$ cat src/rtl/i2c_scl_pkg.sv
package i2c_scl_pkg;

  typedef enum logic [1:0] {
    PH_IDLE    = 2'd0,
    PH_LOW     = 2'd1,
    PH_RELEASE = 2'd2,
    PH_HIGH    = 2'd3
  } scl_phase_e;

endpackage

$ cat src/rtl/scl_sync_edge.sv
module scl_sync_edge #(
  parameter int STAGES = 2
) (
  input  logic clk,
  input  logic rst_n,
  input  logic din,
  output logic level,
  output logic rise
);

  logic [STAGES-1:0] chain_q;
  logic [STAGES-1:0] chain_d;
  logic              prev_q;

  assign chain_d[0] = din;

  generate
    for (genvar i = 1; i < STAGES; i++) begin : g_stage
      assign chain_d[i] = chain_q[i-1];
    end
  endgenerate

  // Reset to the released (high) level so no false edge follows reset.
  always_ff @(posedge clk or negedge rst_n) begin
    if (!rst_n) begin
      chain_q <= '1;
      prev_q  <= 1'b1;
    end else begin
      chain_q <= chain_d;
      prev_q  <= chain_q[STAGES-1];
    end
  end

  assign level = chain_q[STAGES-1];
  assign rise  = chain_q[STAGES-1] & ~prev_q;

endmodule

$ cat src/rtl/scl_count_sat.sv
module scl_count_sat #(
  parameter int W = 16
) (
  input  logic         clk,
  input  logic         rst_n,
  input  logic         clr,
  input  logic [W-1:0] limit,
  output logic         done
);

  logic [W-1:0] cnt_q;
  logic [W-1:0] cnt_d;
  logic [W-1:0] last;

  // A limit of zero is treated as one cycle.
  assign last = (limit == '0) ? '0 : limit - 1'b1;
  assign done = (cnt_q >= last);

  always_comb begin
    cnt_d = cnt_q;
    if (clr) begin
      cnt_d = '0;
    end else if (!done) begin
      cnt_d = cnt_q + 1'b1;
    end
  end

  always_ff @(posedge clk or negedge rst_n) begin
    if (!rst_n) begin
      cnt_q <= '0;
    end else begin
      cnt_q <= cnt_d;
    end
  end

endmodule

$ cat src/rtl/scl_timing_shadow.sv
module scl_timing_shadow #(
  parameter int          W      = 16,
  parameter logic [W-1:0] RST_HI = 16'd500,
  parameter logic [W-1:0] RST_LO = 16'd500,
  parameter logic [W-1:0] RST_MN = 16'd401
) (
  input  logic         clk,
  input  logic         rst_n,
  input  logic         wr_en,
  input  logic [W-1:0] wr_high,
  input  logic [W-1:0] wr_low,
  input  logic [W-1:0] wr_minh,
  input  logic         load,
  output logic [W-1:0] act_high,
  output logic [W-1:0] act_low,
  output logic [W-1:0] act_minh
);

  localparam int NFIELD = 3;

  logic [W-1:0] rst_val [NFIELD];
  logic [W-1:0] wr_val  [NFIELD];
  logic [W-1:0] hold_q  [NFIELD];
  logic [W-1:0] act_q   [NFIELD];

  assign rst_val[0] = RST_HI;
  assign rst_val[1] = RST_LO;
  assign rst_val[2] = RST_MN;
  assign wr_val[0]  = wr_high;
  assign wr_val[1]  = wr_low;
  assign wr_val[2]  = wr_minh;

  generate
    for (genvar f = 0; f < NFIELD; f++) begin : g_field
      always_ff @(posedge clk or negedge rst_n) begin
        if (!rst_n) begin
          hold_q[f] <= rst_val[f];
        end else if (wr_en) begin
          hold_q[f] <= wr_val[f];
        end
      end

      always_ff @(posedge clk or negedge rst_n) begin
        if (!rst_n) begin
          act_q[f] <= rst_val[f];
        end else if (load) begin
          act_q[f] <= hold_q[f];
        end
      end
    end
  endgenerate

  assign act_high = act_q[0];
  assign act_low  = act_q[1];
  assign act_minh = act_q[2];

endmodule

$ cat src/rtl/scl_phase_fsm.sv
module scl_phase_fsm
  import i2c_scl_pkg::*;
(
  input  logic       clk,
  input  logic       rst_n,
  input  logic       start_req,
  input  logic       stop_req,
  input  logic       lo_done,
  input  logic       hi_done,
  input  logic       mn_done,
  input  logic       line_level,
  input  logic       line_rise,
  output scl_phase_e phase,
  output logic       load
);

  scl_phase_e ph_q;
  scl_phase_e ph_d;

  always_comb begin
    ph_d = ph_q;
    unique case (ph_q)
      PH_IDLE:    if (start_req) ph_d = PH_LOW;
      PH_LOW:     if (lo_done) ph_d = PH_RELEASE;
      PH_RELEASE: if (line_rise) ph_d = PH_HIGH;
      PH_HIGH: begin
        if (!line_level) begin
          ph_d = PH_LOW;
        end else if (hi_done && mn_done) begin
          ph_d = PH_LOW;
        end
      end
      default:    ph_d = PH_IDLE;
    endcase
    if (stop_req) begin
      ph_d = PH_IDLE;
    end
  end

  always_ff @(posedge clk or negedge rst_n) begin
    if (!rst_n) begin
      ph_q <= PH_IDLE;
    end else begin
      ph_q <= ph_d;
    end
  end

  assign phase = ph_q;
  assign load  = (ph_q == PH_IDLE) && start_req && !stop_req;

endmodule

$ cat src/rtl/i2c_scl_gen.sv
module i2c_scl_gen
  import i2c_scl_pkg::*;
#(
  parameter int             CNT_W       = 16,
  parameter int             SYNC_STAGES = 2,
  parameter logic [CNT_W-1:0] RST_HIGH  = 16'd500,
  parameter logic [CNT_W-1:0] RST_LOW   = 16'd500,
  parameter logic [CNT_W-1:0] RST_MINH  = 16'd401
) (
  input  logic             clk,
  input  logic             rst_n,
  input  logic             cfg_we,
  input  logic [CNT_W-1:0] cfg_high,
  input  logic [CNT_W-1:0] cfg_low,
  input  logic [CNT_W-1:0] cfg_minh,
  input  logic             start_req,
  input  logic             stop_req,
  input  logic             scl_in,
  output logic             scl_drive_low,
  output logic             scl_rise_stb,
  output logic             busy
);

  logic [CNT_W-1:0] act_high;
  logic [CNT_W-1:0] act_low;
  logic [CNT_W-1:0] act_minh;
  logic             load;
  logic             line_level;
  logic             line_rise;
  logic             lo_done;
  logic             hi_done;
  logic             mn_done;
  logic             lo_clr;
  logic             hi_clr;
  logic             mn_clr;
  scl_phase_e       phase;

  scl_timing_shadow #(
    .W      (CNT_W),
    .RST_HI (RST_HIGH),
    .RST_LO (RST_LOW),
    .RST_MN (RST_MINH)
  ) u_shadow (
    .clk      (clk),
    .rst_n    (rst_n),
    .wr_en    (cfg_we),
    .wr_high  (cfg_high),
    .wr_low   (cfg_low),
    .wr_minh  (cfg_minh),
    .load     (load),
    .act_high (act_high),
    .act_low  (act_low),
    .act_minh (act_minh)
  );

  scl_sync_edge #(.STAGES(SYNC_STAGES)) u_sync (
    .clk   (clk),
    .rst_n (rst_n),
    .din   (scl_in),
    .level (line_level),
    .rise  (line_rise)
  );

  // Low counter runs only in the low phase; nominal high counter runs from
  // release; minimum high counter runs only after the sensed rising edge.
  assign lo_clr = (phase != PH_LOW);
  assign hi_clr = (phase == PH_IDLE) || (phase == PH_LOW);
  assign mn_clr = (phase != PH_HIGH);

  scl_count_sat #(.W(CNT_W)) u_lo_cnt (
    .clk   (clk),
    .rst_n (rst_n),
    .clr   (lo_clr),
    .limit (act_low),
    .done  (lo_done)
  );

  scl_count_sat #(.W(CNT_W)) u_hi_cnt (
    .clk   (clk),
    .rst_n (rst_n),
    .clr   (hi_clr),
    .limit (act_high),
    .done  (hi_done)
  );

  scl_count_sat #(.W(CNT_W)) u_mn_cnt (
    .clk   (clk),
    .rst_n (rst_n),
    .clr   (mn_clr),
    .limit (act_minh),
    .done  (mn_done)
  );

  scl_phase_fsm u_fsm (
    .clk        (clk),
    .rst_n      (rst_n),
    .start_req  (start_req),
    .stop_req   (stop_req),
    .lo_done    (lo_done),
    .hi_done    (hi_done),
    .mn_done    (mn_done),
    .line_level (line_level),
    .line_rise  (line_rise),
    .phase      (phase),
    .load       (load)
  );

  assign scl_drive_low = (phase == PH_LOW);
  assign busy          = (phase != PH_IDLE);
  assign scl_rise_stb  = line_rise && busy;

endmodule

$ cat config.mk
export PLATFORM = sky130hd
export DESIGN_NAME = i2c_scl_gen
export DESIGN_NICKNAME = d
export VERILOG_FILES = /design/src/rtl/i2c_scl_pkg.sv /design/src/rtl/scl_sync_edge.sv /design/src/rtl/scl_count_sat.sv /design/src/rtl/scl_timing_shadow.sv /design/src/rtl/scl_phase_fsm.sv /design/src/rtl/i2c_scl_gen.sv
export SDC_FILE = /design/constraint.sdc
export NUM_CORES = 1
export LEC_CHECK = 0
export CELL_PAD_IN_SITES_DETAIL_PLACEMENT = 1
export CELL_PAD_IN_SITES_GLOBAL_PLACEMENT = 2
export CORE_UTILIZATION = 36
export DETAILED_ROUTE_END_ITERATION = 10
export PLACE_DENSITY_LB_ADDON = 0.05
export SYNTH_ARGS = -nofsm -noshare
export SYNTH_HDL_FRONTEND = slang
export SYNTH_SLANG_ARGS = --single-unit
$ cat constraint.sdc
create_clock -name clk -period 3.6 [get_ports clk]
set_input_delay 0.36 -clock clk [delete_from_list [all_inputs] [get_ports clk]]
set_output_delay 0.36 -clock clk [all_outputs]
set_load 0.005 [all_outputs]
==> flow_summary.toml <==
[place]
placed_area_mm2 = 0.00981
place_hpwl_um = 16200
gp_congestion = 0.798
pre_cts_ws_ns = -0.241
dp.cells = 1199
io_buffers = 56

[grt]
grt.overflow.total = 0
grt_pass1_wl_um = 38000
grt_max_degree = 89
grt.total_usage_pct = 20.3
grt_pass1_vias = 7371
grt_antenna_before_repair = 0

[routing]
drc = 0
avgRoutedWirePerCell_um = 18.4
dr.first_iter.drc_count = 208
vias = 6637
routed_wl_um = 23300
ant_nets = 0
drt-vias-per-instance = 5.24
dr.pass1.iters = 4

[power_and_ir_drop]
vdd_drop_max_mv = 0.292
power_density_mw_per_mm2 = 626
power_mw = 7.18
leakage_nw = 4.84

[sta]
post-route-period-util_pct = 104
finalCriticalPeriod_ns = 3.73
worst_pin_slew_ns = 1.13
max-slew-margin-rel_pct = 24.4
fin_skew_ns = 0.0101
hold_viol_final = 8
drv_slew = 0
holdWs_ns = -0.0215
rsz0062_at_grt = "true"
setup_slack_ns = -0.127
max_freq_mhz = 268
setup_viol = 21
final.setup.tns_ns = -1.32

[min_path]
hold_path.class = "in2async"

[layout]
layout_commonest_cell = "dfrtp_1"
area_growth_pct = 36.7
num-nets-final = 1055
antennaDiodeCount = 0
layout_common_cells = "dfrtp_1, mux2_2, buf_4"
drive_above_1_share_pct = 40.4
finalNonFillerCells = 1266
design_area_mm2 = 0.0115

[setup_path]
crit_chain = "or4_4, or3_4, or3_4, buf_6, buf_6, nand2_4, ha_4, nand4_1, nor2_1, o31ai_2, o2111ai_2, buf_6, or4_4, a21oi_2"
crit_path_end_kind = "flip-flop"
slowest_stage = "or4_4"
critical_path_class = "reg2reg"
path_common_cell = "buf_6"
start_kind = "flip-flop"
crit_fanout = 7
cpPeakStageDelay_ns = 0.52
worst_ep_arrival_time_ns = 4.08
required_ns = 3.96

[synth]
synth_warnings = 0
synth_ff_type = "dfrtp_1"
syn_area_mm2 = 0.00840
synth_seq_cells = 149
postSynthCellCount = 784
synth-seq-area-share_pct = 44.9
yosysUniqueCellTypes = 57
synth_edf_count = 0
syn_avg_cell_area_um2 = 10.7
synthArstFlopShare_pct = 100
synth_nets = 899

[outcome]
outcome = "finished with violations"
failed_checks = "negative hold slack, negative setup slack"

[floorplan]
core-area_mm2 = 0.0228
start_util_pct = 36.9
placementRows = 55
io_pins = 57
die_w_um = 155
die_area_mm2 = 0.0239
die_h_um = 155

[clock_tree]
clk_pin_slew_ns = 0.08
cts_root_buf = "clkbuf_16"
cts_buffer_depth = 2
cts.sinks = 149
cts_tree = "built"
htreeDepth = 4
clk-insertion-delay-late_ns = 0.43
cts_made_buffers = 17

[flow_run]
max_cap_viol_count = 0
==> layout make-up <==
| type | count | area (µm²) |
|---|---|---|
| fillers | 2400 | 11300 |
| multi-input cells | 594 | 5180 |
| flip-flops and latches | 149 | 3770 |
| clock buffers | 17 | 425 |
| clock inverters | 15 | 203 |
| repair buffers | 158 | 1440 |
| inverters | 20 | 75.1 |
| well taps | 313 | 392 |
==> where the power goes <==
group          internal, mW  total, mW  switching [mW]
logic                  1.40       2.82            1.42
registers              2.12       2.49           0.370
clock network          1.01       1.87           0.860
total                  4.53       7.18            2.65
==> synthesized netlist by cell type, types with 20 or more instances <==
master / instances / area share (%)
a21oi_1: 47 / 2.8
dfrtp_1: 114 / 34
dfstp_2: 35 / 11
ha_1: 61 / 9.1
inv_1: 20 / 0.89
mux2_2: 96 / 13
nand2_1: 83 / 3.7
nand3_1: 23 / 1.4
nor2_1: 40 / 1.8
o21ai_0: 26 / 1.5
or3_1: 24 / 1.8
xor2_1: 32 / 3.3
==> sequential cells by signal, summed over array words and instances (netlist names) <==
| register | flops |
|---|---|
| u_hi_cnt.cnt_q | 16 |
| u_shadow.act_high | 16 |
| u_shadow.act_low | 16 |
| u_sync.chain_q | 2 |
| u_mn_cnt.cnt_q | 16 |
| u_lo_cnt.cnt_q | 16 |
| u_shadow.act_minh | 16 |
| u_shadow.hold_q | 48 |
| u_sync.prev_q | 1 |
| u_fsm.phase | 2 |
==> metal layers <==
layer,vias up,track usage (%),routed length [µm]
met5,-,0,0
met3,28,3.75,434
li1,3186,-,-
met1,3365,24.2,9940
met2,58,37.0,12500
met4,0,5.70,436
==> through the flow <==
stage          hold slack, ns  utilization, %
6_report              -0.0215            50.4
2_1_floorplan          0.0644               -
4_1_cts                0.0454            47.4
3_3_place_gp            0.348            43.1
3_5_place_dp            0.354            43.1
5_1_grt                0.0301            50.4
==> worst max-delay path, delay by kind of cell, from the launching register on <==
kind,cells,cell delay [ns]
AO/OA/AOI/OAI,3,0.65
AND/OR/NAND/NOR,7,1.94
adder cells (fa/ha/maj),1,0.21
buffers and inverters,3,0.46
flip-flops,1,0.39
==> path summary, 6_finish.rpt <==
kind | startpoint | endpoint | slack, ns | cells past startpoint
setup / recovery | u_shadow.act_low[10]$_DFFE_PN0P_ | u_lo_cnt.cnt_q[9]$_DFFE_PN0P_ | -0.13 | 14
hold reg to reg | u_sync.chain_q[0]$_DFF_PN1_ | u_sync.chain_q[1]$_DFF_PN1_ | 0.36 | 0
hold / removal | rst_n | u_hi_cnt.cnt_q[7]$_DFFE_PN0P_ | -0.02 | 1
max in group asynchronous | rst_n | u_shadow.act_high[2]$_DFFE_PN1P_ | 2.66 | 2
setup reg to reg | u_shadow.act_low[10]$_DFFE_PN0P_ | u_lo_cnt.cnt_q[9]$_DFFE_PN0P_ | -0.13 | 14
min in group clk | scl_in | u_sync.chain_q[0]$_DFF_PN1_ | 0.34 | 1
==> logic make-up after synthesis <==
logic type	after synthesis	share of synthesized area (%)
flops	149	44.9
xor+xnor	46	4.80
compound gates	116	8.84
mux	100	13.4
buf+inv	42	2.01
simple gates	270	17.0
fa+ha+maj	61	9.09
==> repair_timing <==
action | CTS | global route
cloned | 3 | 0
hold buffers | 0 | 0
buffers inserted | 16 | 17
pin swaps | 41 | 65
gates resized for setup | 50 | 105
hold endpoints to repair | 0 | 0
setup endpoints to repair | 35 | 44
Power figures use the tool's default switching activity.
